### src/rtl/drs_pkg.sv
package drs_pkg;
   localparam int DESC_W      = 64;
   localparam int DESC_BYTES  = 8;
   localparam int DIRTY_BIT   = 6;
   localparam int PRESENT_BIT = 0;
   localparam int BASE_SHIFT  = 12;
   localparam int LEVEL_SHIFT = 9;

   typedef enum logic [2:0] {
      ST_IDLE,
      ST_LOOK,
      ST_READ,
      ST_WRITE,
      ST_EMIT,
      ST_STEP,
      ST_DONE
   } drs_state_e;
endpackage

### src/rtl/drs_page_span.sv
module drs_page_span #(
   parameter int ADDR_W  = 48,
   parameter int LVL_W   = 3,
   parameter int NUM_LVL = 4
) (
   input  logic              size_vld_i,
   input  logic [LVL_W-1:0]  level_i,
   output logic [ADDR_W-1:0] span_o
);
   import drs_pkg::*;

   localparam int TOP_SHIFT = BASE_SHIFT + LEVEL_SHIFT * (NUM_LVL - 1);

   if (TOP_SHIFT >= ADDR_W) begin : g_bad_width
      $error("drs_page_span: largest page does not fit ADDR_W");
   end
   if (NUM_LVL > (1 << LVL_W)) begin : g_bad_lvl
      $error("drs_page_span: LVL_W too narrow for NUM_LVL");
   end

   logic [NUM_LVL-1:0][ADDR_W-1:0] cand;

   for (genvar l = 0; l < NUM_LVL; l++) begin : g_lvl
      localparam int SH = BASE_SHIFT + LEVEL_SHIFT * l;
      assign cand[l] = ADDR_W'(1) << SH;
   end

   always_comb begin
      span_o = ADDR_W'(1) << BASE_SHIFT;
      if (size_vld_i) begin
         for (int l = 0; l < NUM_LVL; l++) begin
            if (level_i == LVL_W'(l)) span_o = cand[l];
         end
      end
   end
endmodule

### src/rtl/drs_range_cursor.sv
module drs_range_cursor #(
   parameter int ADDR_W = 48
) (
   input  logic              clk,
   input  logic              rst_n,
   input  logic              load_i,
   input  logic [ADDR_W-1:0] load_addr_i,
   input  logic [ADDR_W-1:0] load_len_i,
   input  logic              step_i,
   input  logic [ADDR_W-1:0] span_i,
   output logic [ADDR_W-1:0] cur_o,
   output logic              more_o
);
   logic [ADDR_W-1:0] cur_q, last_q, next_addr;

   assign next_addr = cur_q + span_i;
   assign more_o    = next_addr < last_q;
   assign cur_o     = cur_q;

   always_ff @(posedge clk or negedge rst_n) begin
      if (!rst_n) begin
         cur_q  <= '0;
         last_q <= '0;
      end else if (load_i) begin
         cur_q  <= load_addr_i;
         last_q <= load_addr_i + load_len_i - ADDR_W'(1);
      end else if (step_i) begin
         cur_q  <= next_addr;
      end
   end
endmodule

### src/rtl/drs_replica_walker.sv
module drs_replica_walker #(
   parameter int PTR_W = 48,
   parameter int REP_W = 10
) (
   input  logic             clk,
   input  logic             rst_n,
   input  logic             load_i,
   input  logic [PTR_W-1:0] base_i,
   input  logic [REP_W-1:0] count_i,
   input  logic             adv_i,
   output logic [PTR_W-1:0] rep_addr_o,
   output logic             last_o
);
   import drs_pkg::*;

   localparam int OFS_SH = $clog2(DESC_BYTES);

   if (REP_W + OFS_SH > PTR_W) begin : g_bad_ptr
      $error("drs_replica_walker: PTR_W too narrow for REP_W replicas");
   end

   logic [PTR_W-1:0] base_q;
   logic [REP_W-1:0] idx_q, cnt_q;

   assign rep_addr_o = base_q + (PTR_W'(idx_q) << OFS_SH);
   assign last_o     = (idx_q == cnt_q - REP_W'(1));

   always_ff @(posedge clk or negedge rst_n) begin
      if (!rst_n) begin
         base_q <= '0;
         idx_q  <= '0;
         cnt_q  <= REP_W'(1);
      end else if (load_i) begin
         base_q <= base_i;
         idx_q  <= '0;
         cnt_q  <= (count_i == '0) ? REP_W'(1) : count_i;
      end else if (adv_i) begin
         idx_q  <= idx_q + REP_W'(1);
      end
   end
endmodule

### src/rtl/dirty_range_scanner.sv
module dirty_range_scanner #(
   parameter int ADDR_W  = 48,
   parameter int PTR_W   = 48,
   parameter int LVL_W   = 3,
   parameter int NUM_LVL = 4,
   parameter int REP_W   = 10
) (
   input  logic              clk,
   input  logic              rst_n,
   input  logic              start_i,
   input  logic [ADDR_W-1:0] start_addr_i,
   input  logic [ADDR_W-1:0] range_len_i,
   input  logic              test_only_i,
   output logic              lk_req_o,
   output logic [ADDR_W-1:0] lk_addr_o,
   input  logic              lk_ack_i,
   input  logic              lk_found_i,
   input  logic              lk_size_vld_i,
   input  logic [LVL_W-1:0]  lk_level_i,
   input  logic [REP_W-1:0]  lk_reps_i,
   input  logic [PTR_W-1:0]  lk_ptr_i,
   input  logic [63:0]       lk_desc_i,
   output logic              mem_req_o,
   output logic              mem_we_o,
   output logic [PTR_W-1:0]  mem_addr_o,
   output logic [63:0]       mem_wdata_o,
   input  logic              mem_gnt_i,
   input  logic [63:0]       mem_rdata_i,
   output logic              rec_valid_o,
   output logic [ADDR_W-1:0] rec_addr_o,
   output logic [ADDR_W-1:0] rec_size_o,
   input  logic              rec_ready_i,
   output logic              done_o
);
   import drs_pkg::*;

   drs_state_e        state_q, state_d;
   logic              test_q;
   logic              dirty_q;
   logic              size_vld_q;
   logic [LVL_W-1:0]  level_q;
   logic [63:0]       wb_q;
   logic [ADDR_W-1:0] cur_addr, span;
   logic              more;
   logic [PTR_W-1:0]  rep_addr;
   logic              rep_last;
   logic              cur_load, cur_step, rep_load, rep_adv;
   logic              hit;
   logic              unused_desc_bits;

   assign unused_desc_bits = ^lk_desc_i[63:1];
   assign hit              = mem_rdata_i[DIRTY_BIT];

   drs_page_span #(.ADDR_W(ADDR_W), .LVL_W(LVL_W), .NUM_LVL(NUM_LVL)) u_span (
      .size_vld_i (size_vld_q),
      .level_i    (level_q),
      .span_o     (span)
   );

   drs_range_cursor #(.ADDR_W(ADDR_W)) u_cursor (
      .clk         (clk),
      .rst_n       (rst_n),
      .load_i      (cur_load),
      .load_addr_i (start_addr_i),
      .load_len_i  (range_len_i),
      .step_i      (cur_step),
      .span_i      (span),
      .cur_o       (cur_addr),
      .more_o      (more)
   );

   drs_replica_walker #(.PTR_W(PTR_W), .REP_W(REP_W)) u_reps (
      .clk        (clk),
      .rst_n      (rst_n),
      .load_i     (rep_load),
      .base_i     (lk_ptr_i),
      .count_i    (lk_reps_i),
      .adv_i      (rep_adv),
      .rep_addr_o (rep_addr),
      .last_o     (rep_last)
   );

   always_comb begin
      state_d  = state_q;
      cur_load = 1'b0;
      cur_step = 1'b0;
      rep_load = 1'b0;
      rep_adv  = 1'b0;
      unique case (state_q)
         ST_IDLE: if (start_i) begin
            cur_load = 1'b1;
            state_d  = ST_LOOK;
         end
         ST_LOOK: if (lk_ack_i) begin
            if (lk_found_i && lk_desc_i[PRESENT_BIT]) begin
               rep_load = 1'b1;
               state_d  = ST_READ;
            end else begin
               state_d  = ST_STEP;
            end
         end
         ST_READ: if (mem_gnt_i) begin
            if (hit && test_q)  state_d = ST_EMIT;
            else if (hit)       state_d = ST_WRITE;
            else if (rep_last)  state_d = dirty_q ? ST_EMIT : ST_STEP;
            else                rep_adv = 1'b1;
         end
         ST_WRITE: if (mem_gnt_i) begin
            if (rep_last) state_d = ST_EMIT;
            else begin
               rep_adv = 1'b1;
               state_d = ST_READ;
            end
         end
         ST_EMIT: if (rec_ready_i) state_d = ST_STEP;
         ST_STEP: begin
            cur_step = 1'b1;
            state_d  = more ? ST_LOOK : ST_DONE;
         end
         ST_DONE: state_d = ST_IDLE;
         default: state_d = ST_IDLE;
      endcase
   end

   always_ff @(posedge clk or negedge rst_n) begin
      if (!rst_n) begin
         state_q    <= ST_IDLE;
         test_q     <= 1'b0;
         dirty_q    <= 1'b0;
         size_vld_q <= 1'b0;
         level_q    <= '0;
         wb_q       <= '0;
      end else begin
         state_q <= state_d;
         if (cur_load) test_q <= test_only_i;
         if (state_q == ST_LOOK && lk_ack_i) begin
            size_vld_q <= lk_size_vld_i;
            level_q    <= lk_level_i;
            dirty_q    <= 1'b0;
         end
         if (state_q == ST_READ && mem_gnt_i && hit) begin
            dirty_q <= 1'b1;
            wb_q    <= mem_rdata_i & ~(64'd1 << DIRTY_BIT);
         end
      end
   end

   assign lk_req_o    = (state_q == ST_LOOK);
   assign lk_addr_o   = cur_addr;
   assign mem_req_o   = (state_q == ST_READ) || (state_q == ST_WRITE);
   assign mem_we_o    = (state_q == ST_WRITE);
   assign mem_addr_o  = rep_addr;
   assign mem_wdata_o = wb_q;
   assign rec_valid_o = (state_q == ST_EMIT);
   assign rec_addr_o  = cur_addr;
   assign rec_size_o  = span;
   assign done_o      = (state_q == ST_DONE);
endmodule

### config.mk
export PLATFORM = sky130hd
export DESIGN_NAME = dirty_range_scanner
export DESIGN_NICKNAME = d
export VERILOG_FILES = /design/src/rtl/drs_pkg.sv /design/src/rtl/drs_page_span.sv /design/src/rtl/drs_range_cursor.sv /design/src/rtl/drs_replica_walker.sv /design/src/rtl/dirty_range_scanner.sv
export SDC_FILE = /design/constraint.sdc
export NUM_CORES = 1
export LEC_CHECK = 0
export ABC_AREA = 1
export CORE_ASPECT_RATIO = 1.1
export CORE_MARGIN = 5
export CORE_UTILIZATION = 45
export DETAILED_ROUTE_END_ITERATION = 10
export PLACE_DENSITY = 0.76
export SYNTH_ARGS = -nofsm -noshare
export SYNTH_HDL_FRONTEND = slang
export SYNTH_SLANG_ARGS = --single-unit
### constraint.sdc
create_clock -name clk -period 5.4 [get_ports clk]
set_input_delay 0.54 -clock clk [delete_from_list [all_inputs] [get_ports clk]]
set_output_delay 0.54 -clock clk [all_outputs]
set_load 0.05 [all_outputs]
# Yosys cells after proc, flatten, opt, wreduce, memory -nomap -nowiden
# Index checks and enable logic that the tools add are counted.
# totals
register_bits	236
in_bits	294
out_inout_bits	261
# classes
n_reduce_logical	12
n_eq_ne	16
addsub	6
order_cmp	1
mux	36
# op_table
op	count
$mux W48	3
$add A48 B48 Y48	2
$add A48 B13 Y48	1
$lt A48 B48 Y1	1
$sub A48 B1 Y48 const B	1
$mux W40	1
$mux W3	11
$mux W31	1
$mux W10	3
$mux W22	1
$pmux W3 S6	1
$mux W1	14
$eq A3 B2 Y1 const B	4
$add A10 B1 Y10 const B	1
$eq A10 B10 Y1	1
$logic_not A10 Y1	1
$sub A10 B1 Y10 const B	1
$eq A3 B3 Y1 const B	3
$eq A3 B1 Y1 const B	2
$ne A2 B1 Y1 const B	3
$reduce_and A6 Y1	1
$reduce_bool A2 Y1	3
$logic_and A1 B1 Y1	5
$ne A2 B2 Y1 const B	2
4 further kinds	4

# Longest topological paths before layout
# Gate-level depths: netlist of run 1.
# depth
word_depth	9
ltp_mapped	30
mapped_depth_nobuf	30

# Cells and area by module
# From an unflattened synthesis of run 1, not the netlist that was laid out.
# hier_totals
hier_cells	3836
area_unflattened_um2	23602.6
# by_module_without_submodules
mod	area_per_inst_um2	cells_per_inst	instances	seq_area_each_um2
drs_range_cursor	14978.1	2642	1	2402.3
drs_replica_walker	4802.1	725	1	1702.9
dirty_range_scanner	3435.8	410	1	1801.7
drs_page_span	386.6	59	1	0.0

# Worst setup path before layout of run 1
# OpenSTA, ideal clock, no wires.
# synth_path
path_kind	reg-to-reg
start	register level_q[2]
end	register state_q[2]
path_buffers	0
t_arrival_ps	4520
required_time_ps	5284
stages_incl_launch_ff	27
slack_ps	763
path_cell_list	dfrtp_1 -> nor4_1 -> ha_1 -> nand2_1 -> nor2_1 -> inv_1 -> o21ai_2 -> inv_2 -> nor2_2 -> nand3_1 -> nand3_2 -> nand3_1 -> and2_1 -> ha_1 -> nand2_1 -> nor2_1 -> and2_1 -> nand2_1 -> inv_1 -> nand2_1 -> nand2_1 -> nor2_1 -> nand2_1 -> nand2_1 -> nand3_1 -> nand2_1 -> nand2_1
# synth_via
elab_chain_len	9
word_cells_on_any_way	11
# synth_rtl
element	line	rtl
start, declared	dirty_range_scanner.sv:41	logic [LVL_W-1:0] level_q;
start signal, assigned	dirty_range_scanner.sv:138	level_q <= lk_level_i;
$eq A3 B1 Y1	drs_page_span.sv:32	if (level_i == LVL_W'(l)) span_o = cand[l];
$mux W22	drs_page_span.sv:32	
$mux W31	drs_page_span.sv:32	
$mux W40 *	drs_page_span.sv:32	
$mux W48 *	drs_page_span.sv:30	if (size_vld_i) begin
named net rec_size_o[21]	dirty_range_scanner.sv:31	output logic [ADDR_W-1:0] rec_size_o,
$add A48 B48 Y48 *	drs_range_cursor.sv:16	assign next_addr = cur_q + span_i;
$lt A48 B48 Y1 *	drs_range_cursor.sv:17	assign more_o = next_addr < last_q;
$mux W3 *	dirty_range_scanner.sv:118	state_d = more ? ST_LOOK : ST_DONE;
$pmux W3 S6 *	dirty_range_scanner.sv:89	unique case (state_q)
end signal, assigned	dirty_range_scanner.sv:134	state_q <= state_d;
end, declared	dirty_range_scanner.sv:37	drs_state_e state_q, state_d;
# The timed path passes the listed nets; every way through them passes the cells marked *.
# A chain may end at the register's enable or synchronous reset.

# Worst setup path after layout of run 1
# layout_path
start	register u_reps.idx_q[0]
end	output port mem_addr_o[39]
# layout_via
elab_chain_len	1
# layout_rtl
element	line	rtl
start, declared	drs_replica_walker.sv:23	logic [REP_W-1:0] idx_q, cnt_q;
start signal, assigned	drs_replica_walker.sv:38	idx_q <= idx_q + REP_W'(1);
$add A48 B13 Y48	drs_replica_walker.sv:25	assign rep_addr_o = base_q + (PTR_W'(idx_q) << OFS_SH);
end, declared	dirty_range_scanner.sv:25	output logic [PTR_W-1:0] mem_addr_o,
# No other way between the ends.

==> out/metrics.cfg, run 1 <==
[critical_path]
criticalPathCategory = flop to output pin
cp-endpoint = mem_addr_o[39]
critPathLaunch = u_reps.idx_q[0]$_DFFE_PN0P_
start_kind = flop
end_kind = output pin
rrSetupSlack_ps = 930
r2r_start = level_q[0]$_DFFE_PN0P_
rr_endpoint = state_q[1]$_DFFE_PN0P_
path_max_fanout = 5
critPathArrivalTime_ps = 4210
cp.required_ps = 4860
r2r_cells = 25

[timing]
rsz0062_at_grt = false
relSlewSlack_pct = 35.39
setup_tns_ps = 0
fin_crit_ps = 4753
final_hold_viol_count = 0
finalCritPeriodShare_pct = 88.01
worstMarginPinSlew_ps = 969.2
clock_skew_ps = 11.05
final_max_slew_viol_count = 0
setup_viol = 0
fmax_ghz = 0.2104

[route]
wirelength_um = 69450
via_count = 18620
remaining_drc_errors = 0
vias_per_cell = 5.086
dr.pass1.iters = 8
wl_per_cell_um = 18.96
ant_nets = 0
drt_iter0_drc = 1113

[placed_design]
io_buffers = 446
hpwl_um = 57780
placed_cell_area_um2 = 23610
place.gp.congestion = 0.9659

[floorplanning]
start_util_pct = 45.27
num_rows = 79
die_x_um = 206.2
core_um2 = 42110
fp.dieH_um = 225.9
die_area_um2 = 46580
io_pins = 555

[grt]
first_global_vias = 18930
antenna_found_initial = 1
grt_pass1_wl_um = 104900
grt_max_degree = 121
grt_overflow_total = 0
grt_usage_pct = 28.76

[cts]
cts_buffers = 29
cts_max_level = 1
cts.path.max_buffers = 3
clock_latency_ps = 570
cts.sinks = 236
cts_setup_buffers = 0
cts_tree = built
cts-root-buf = clkbuf_16
clk_pin_slew_ps = 60
cts_hold_buf = 0
post_cts_resized = 0

[final_layout]
final_cell_mix = 710 x nand2_1, 476 x inv_1, 445 x clkdlybuf4s50_1
final_area_um2 = 24570
layout_commonest_cell = nand2_1
drive_above_1_share_pct = 6.693
nets = 3523
syn_to_final_growth_pct = 28.89
utilization_pct = 58.35

[logic_synthesis]
ys_seq_elements = 236
synth_flop_cell = dfrtp_1
synth-async-reset-ratio_pct = 100.0
synth.yosys.seq_area_share_pct = 30.99
syn-cell-area_um2 = 19060
ys_types = 50
synth_cells = 2674
synth_edf_count = 0
ys_warn_count = 0
syn_avg_cell_area_um2 = 7.129

[outcome]
status = completed

[worst_hold_path]
hold_path_class = input pin to async pin

[power]
power.leakage_nw = 12.18
peakVddDrop_mv = 0.4086
powerDensity_nw_per_um2 = 606.9

[job]
cap_violations = 0

## worst max-delay path: stages, from the launching register on
cell and delay, ps:
dfrtp_1 430, ha_1 220, inv_1 60, fa_1 440, inv_1 100, nand2_1 50
o21a_1 200, o21ai_2 180, nand2_1 110, o21ai_2 160, nand2_2 120, nor2_1 170
nand2_1 80, xor2_1 390, clkdlybuf4s50_1 910
## state kept, by name (all words and copies together) (netlist names)
| signal | cells |
|---|---|
| dirty_q | 1 |
| level_q | 3 |
| mem_wdata_o | 63 |
| size_vld_q | 1 |
| state_q | 3 |
| test_q | 1 |
| u_cursor.cur_o | 48 |
| u_cursor.last_q | 48 |
| u_reps.base_q | 48 |
| u_reps.cnt_q | 10 |
| u_reps.idx_q | 10 |
## metal layers
metal	routed length [um]	track usage [%]	up-vias	part of all wire [%]
li1	-	-	9138	-
met1	27190	33.86	8677	39
met2	34470	51.86	653	50
met3	4481	4.581	156	6.5
met4	3313	12.09	0	4.8
met5	0	0	-	0
## cell families (layout without fill, tap and decap cells)
kind of cell	after synthesis	count (layout)	share of synthesized area (%)
AND/OR/NAND/NOR	1167	1167	25.99
flip-flops	236	236	30.99
AO/OA/AOI/OAI	328	328	9.872
adder cells (fa/ha/maj)	159	159	10.52
multiplexers	63	63	3.722
XOR/XNOR	93	93	4.431
buffers and inverters	627	1002	14.46
other	1	47	0.01967
## per-stage QoR
step	std cells	hold WS [ps]	power (W)	worst slack [ps]
CTS	3660	91.15	0.01495	649.0
finish	3662	49.23	0.01491	647.5
detailed placement	3606	471.2	0.01294	999.1
global placement	3606	462.8	0.01279	1062
global route	3660	114.0	0.01583	449.5
floorplan	2718	244.4	0.009904	763.1
## cell type report
| class | count | area [um^2] |
|---|---|---|
| sequential | 236 | 5907 |
| inverter | 486 | 1824 |
| timing repair buffer | 462 | 4589 |
| tap | 567 | 709.4 |
| antenna | 2 | 5.005 |
| fill | 4013 | 17540 |
| clock buffer | 32 | 757.0 |
| multi-input combinational | 1855 | 10580 |
| clock inverter | 22 | 200.2 |
## cells in the mapped netlist (7+ instances only)
cell type,count,area (um^2)
o21ai_2,16,140.1
nor2_4,7,78.83
o221ai_1,13,113.9
inv_2,10,37.54
o21bai_1,11,82.58
o21ai_0,137,685.7
nand3b_1,13,97.59
nand2_2,9,56.30
clkbuf_1,19,71.32
nor2_2,10,62.56
o211ai_1,12,90.09
o22ai_1,14,87.58
ha_1,157,1964
nand3_1,119,595.6
buf_2,22,110.1
nor3_1,36,180.2
buf_4,98,735.7
nand2_1,710,2665
nor4_1,16,100.1
dfrtp_1,235,5881
xor2_1,64,560.5
inv_1,476,1787
nand4_1,34,212.7
a21oi_1,97,485.5
nor2_1,188,705.7
xnor2_1,25,219.0
and2_1,10,62.56
mux2_2,63,709.4
## how the worst min path moves through the flow
stage / start / endpoint / slack, ps
after floorplan: rst_n / dirty_q$_DFFE_PN0P_ / 240
final: rst_n / u_cursor.last_q[44]$_DFFE_PN0P_ / 50
after CTS: rst_n / u_cursor.last_q[44]$_DFFE_PN0P_ / 90
after global placement: u_cursor.last_q[22]$_DFFE_PN0P_ / u_cursor.last_q[22]$_DFFE_PN0P_ / 460
after global routing: rst_n / u_cursor.last_q[42]$_DFFE_PN0P_ / 110
after detailed placement: u_cursor.last_q[22]$_DFFE_PN0P_ / u_cursor.last_q[22]$_DFFE_PN0P_ / 470
## report_power, final
| group | total, W | switching [W] | internal (W) |
|---|---|---|---|
| Combinational | 0.00946 | 0.00631 | 0.00315 |
| Clock | 0.00194 | 0.000826 | 0.00112 |
| Sequential | 0.00350 | 0.000868 | 0.00263 |
| Total | 0.0149 | 0.00801 | 0.00690 |
(Power assumes the default switching activity.)
==> run 2, diff against run 1 <==
--- a/config.mk
+++ b/config.mk
@@ -6,11 +6,11 @@
 export NUM_CORES = 1
 export LEC_CHECK = 0
 export ABC_AREA = 1
-export CORE_ASPECT_RATIO = 1.1
-export CORE_MARGIN = 5
-export CORE_UTILIZATION = 45
+export CORE_AREA = 3 3 216 218
 export DETAILED_ROUTE_END_ITERATION = 10
-export PLACE_DENSITY = 0.76
+export DIE_AREA = 0 0 219 221
+export PLACE_DENSITY_LB_ADDON = 0.1
+export SKIP_CTS_REPAIR_TIMING = 1
 export SYNTH_ARGS = -nofsm -noshare
 export SYNTH_HDL_FRONTEND = slang
 export SYNTH_SLANG_ARGS = --single-unit
==> run 2 against run 1 <==
Setup slack got worse by 47 ps. Design area increased by 0.60%. Critical path depth decreased by 2. Global-route usage decreased by 1.2 points. Core utilization decreased by 3.5 points. Worst hold slack got worse by 32 ps. Via count decreased by 0.27%. Sequential power about the same. Critical path type unchanged. Clock power increased by 13%. Final cell count increased by 0.76%. Highest routed layer is now met5. Routed wire length decreased by 1.7%.
==> out/metrics.cfg, run 2 (synthesis results as in run 1) <==
[outcome]
status = completed

[power]
peakVddDrop_mv = 0.6478
power.leakage_nw = 12.22
p_total_w = 0.01509
powerDensity_nw_per_um2 = 610.5

[final_layout]
fin_cells = 3690
drive_above_1_share_pct = 6.349
syn_to_final_growth_pct = 29.66
largest_register_ffs = 63
layout_commonest_cell = nand2_1
final_cell_mix = 710 x nand2_1, 476 x inv_1, 445 x clkdlybuf4s50_1
nets = 3517

[floorplanning]
io_pins = 555
die_area_um2 = 48400
core_um2 = 45090
num_rows = 78
die_x_um = 219
fp.dieH_um = 221
start_util_pct = 42.28

[timing]
fmax_ghz = 0.2084
setup_viol = 0
clock_skew_ps = 18.88
finalCritPeriodShare_pct = 88.88
setup_tns_ps = 0
timing.hold.ws_ps = 17.46
relSlewSlack_pct = 38.94
fin_crit_ps = 4799
rsz0062_at_grt = false
final_hold_viol_count = 0
final_max_slew_viol_count = 0
worstMarginPinSlew_ps = 907.6

[cts]
cts-root-buf = clkbuf_16
clock_latency_ps = 590
cts.sinks = 236
clk_pin_slew_ps = 50
cts_buffers = 30
cts_tree = built
cts.path.max_buffers = 3
cts_max_level = 1

[grt]
first_global_vias = 18350
grt_overflow_total = 0
grt_pass1_wl_um = 104900
grt_usage_pct = 27.57
grt_max_degree = 132
antenna_found_initial = 7

[route]
remaining_drc_errors = 0
via_count = 18570
ant_nets = 0
drt_iter0_drc = 1429
wl_per_cell_um = 18.50
dr.pass1.iters = 6
vias_per_cell = 5.034
wirelength_um = 68280

[critical_path]
end_kind = output pin
r2r_cells = 27
path_max_fanout = 5
critPathLaunch = u_reps.idx_q[0]$_DFFE_PN0P_
criticalPathCategory = flop to output pin
critPathArrivalTime_ps = 4260
r2r_start = level_q[0]$_DFFE_PN0P_
rr_endpoint = state_q[1]$_DFFE_PN0P_
cp.required_ps = 4860
rrSetupSlack_ps = 1020
start_kind = flop

[placed_design]
io_buffers = 446
hpwl_um = 55660
dp_cells = 3632
place.gp.congestion = 0.9472

[worst_hold_path]
hold_path_class = input pin to async pin

[job]
cap_violations = 0

## run 2: changes by cell type in the layout (fill, tap and decap cells not counted)
cell,delta
inv_6,-4
clkbuf_1,+5
clkinvlp_4,-6
clkbuf_16,+1
clkbuf_8,+9
diode_2,+1
buf_12,+1
clkinv_4,-2
clkinv_16,+1
nand3_2,-1
buf_4,-8
nand3_4,+1
bufinv_16,+2
clkinv_2,-5
## run 2: per-stage QoR
stage	instance area [um^2]	setup WS, ps	util (%)
after floorplan	19230	763.1	-
after global placement	23620	1205	52.38
after detailed placement	23620	1062	52.38
after CTS	24710	656.8	54.80
after global routing	24710	423.6	54.81
final	24720	600.5	54.82
## run 2: cell type report
type / instances / area, um^2
fillers: 4469 / 20370
multi-input cells: 1855 / 10590
flip-flops and latches: 236 / 5907
repair buffers: 455 / 4549
inverters: 486 / 1824
clock buffers: 47 / 924.6
well taps: 600 / 750.7
clock inverters: 8 / 167.7
diodes: 3 / 7.507
## run 2: how the worst max path moves through the flow
stage / end / slack, ps / depth (start not counted)
after global placement: state_q[1]$_DFFE_PN0P_ / 1200 / 27
after CTS: mem_addr_o[41] / 660 / 12
after global routing: mem_addr_o[41] / 420 / 12
after detailed placement: state_q[1]$_DFFE_PN0P_ / 1060 / 27
final: mem_addr_o[41] / 600 / 12
after floorplan: state_q[2]$_DFFE_PN0P_ / 760 / 26
## run 2: critical path, cell delays in order (launching register included)
cell and delay, ps:
dfrtp_1 450, ha_1 250, inv_1 70, fa_1 460, inv_1 110, nand2_1 50
o21a_1 210, o21ai_2 210, nand2_1 110, a21boi_1 450, nand3_1 160, xnor2_1 290
clkdlybuf4s50_1 860
## run 2: power breakdown
| group | switching (W) | total [W] | internal, W | leakage, nW |
|---|---|---|---|---|
| Combinational | 0.00625 | 0.00938 | 0.00313 | 8.74 |
| Clock | 0.000834 | 0.00220 | 0.00136 | 0.532 |
| Sequential | 0.000882 | 0.00352 | 0.00263 | 2.95 |
| Total | 0.00796 | 0.0151 | 0.00713 | 12.2 |
## run 2: per-layer routing
metal / vias up / share of wire, % / global-route usage, %
li1: 9132 / - / -
met3: 103 / 5.7 / 3.653
met1: 8728 / 44 / 37.31
met2: 603 / 47 / 46.27
met5: - / 0.082 / 0
met4: 8 / 2.7 / 7.568
==> run 3, diff against run 2 <==
--- a/config.mk
+++ b/config.mk
@@ -6,6 +6,7 @@
 export NUM_CORES = 1
 export LEC_CHECK = 0
 export ABC_AREA = 1
+export CAP_MARGIN = 30
 export CORE_AREA = 3 3 216 218
 export DETAILED_ROUTE_END_ITERATION = 10
 export DIE_AREA = 0 0 219 221
==> results of run 3 <==
Same layout as run 2: the final DEF is identical, and so are final timing and power.
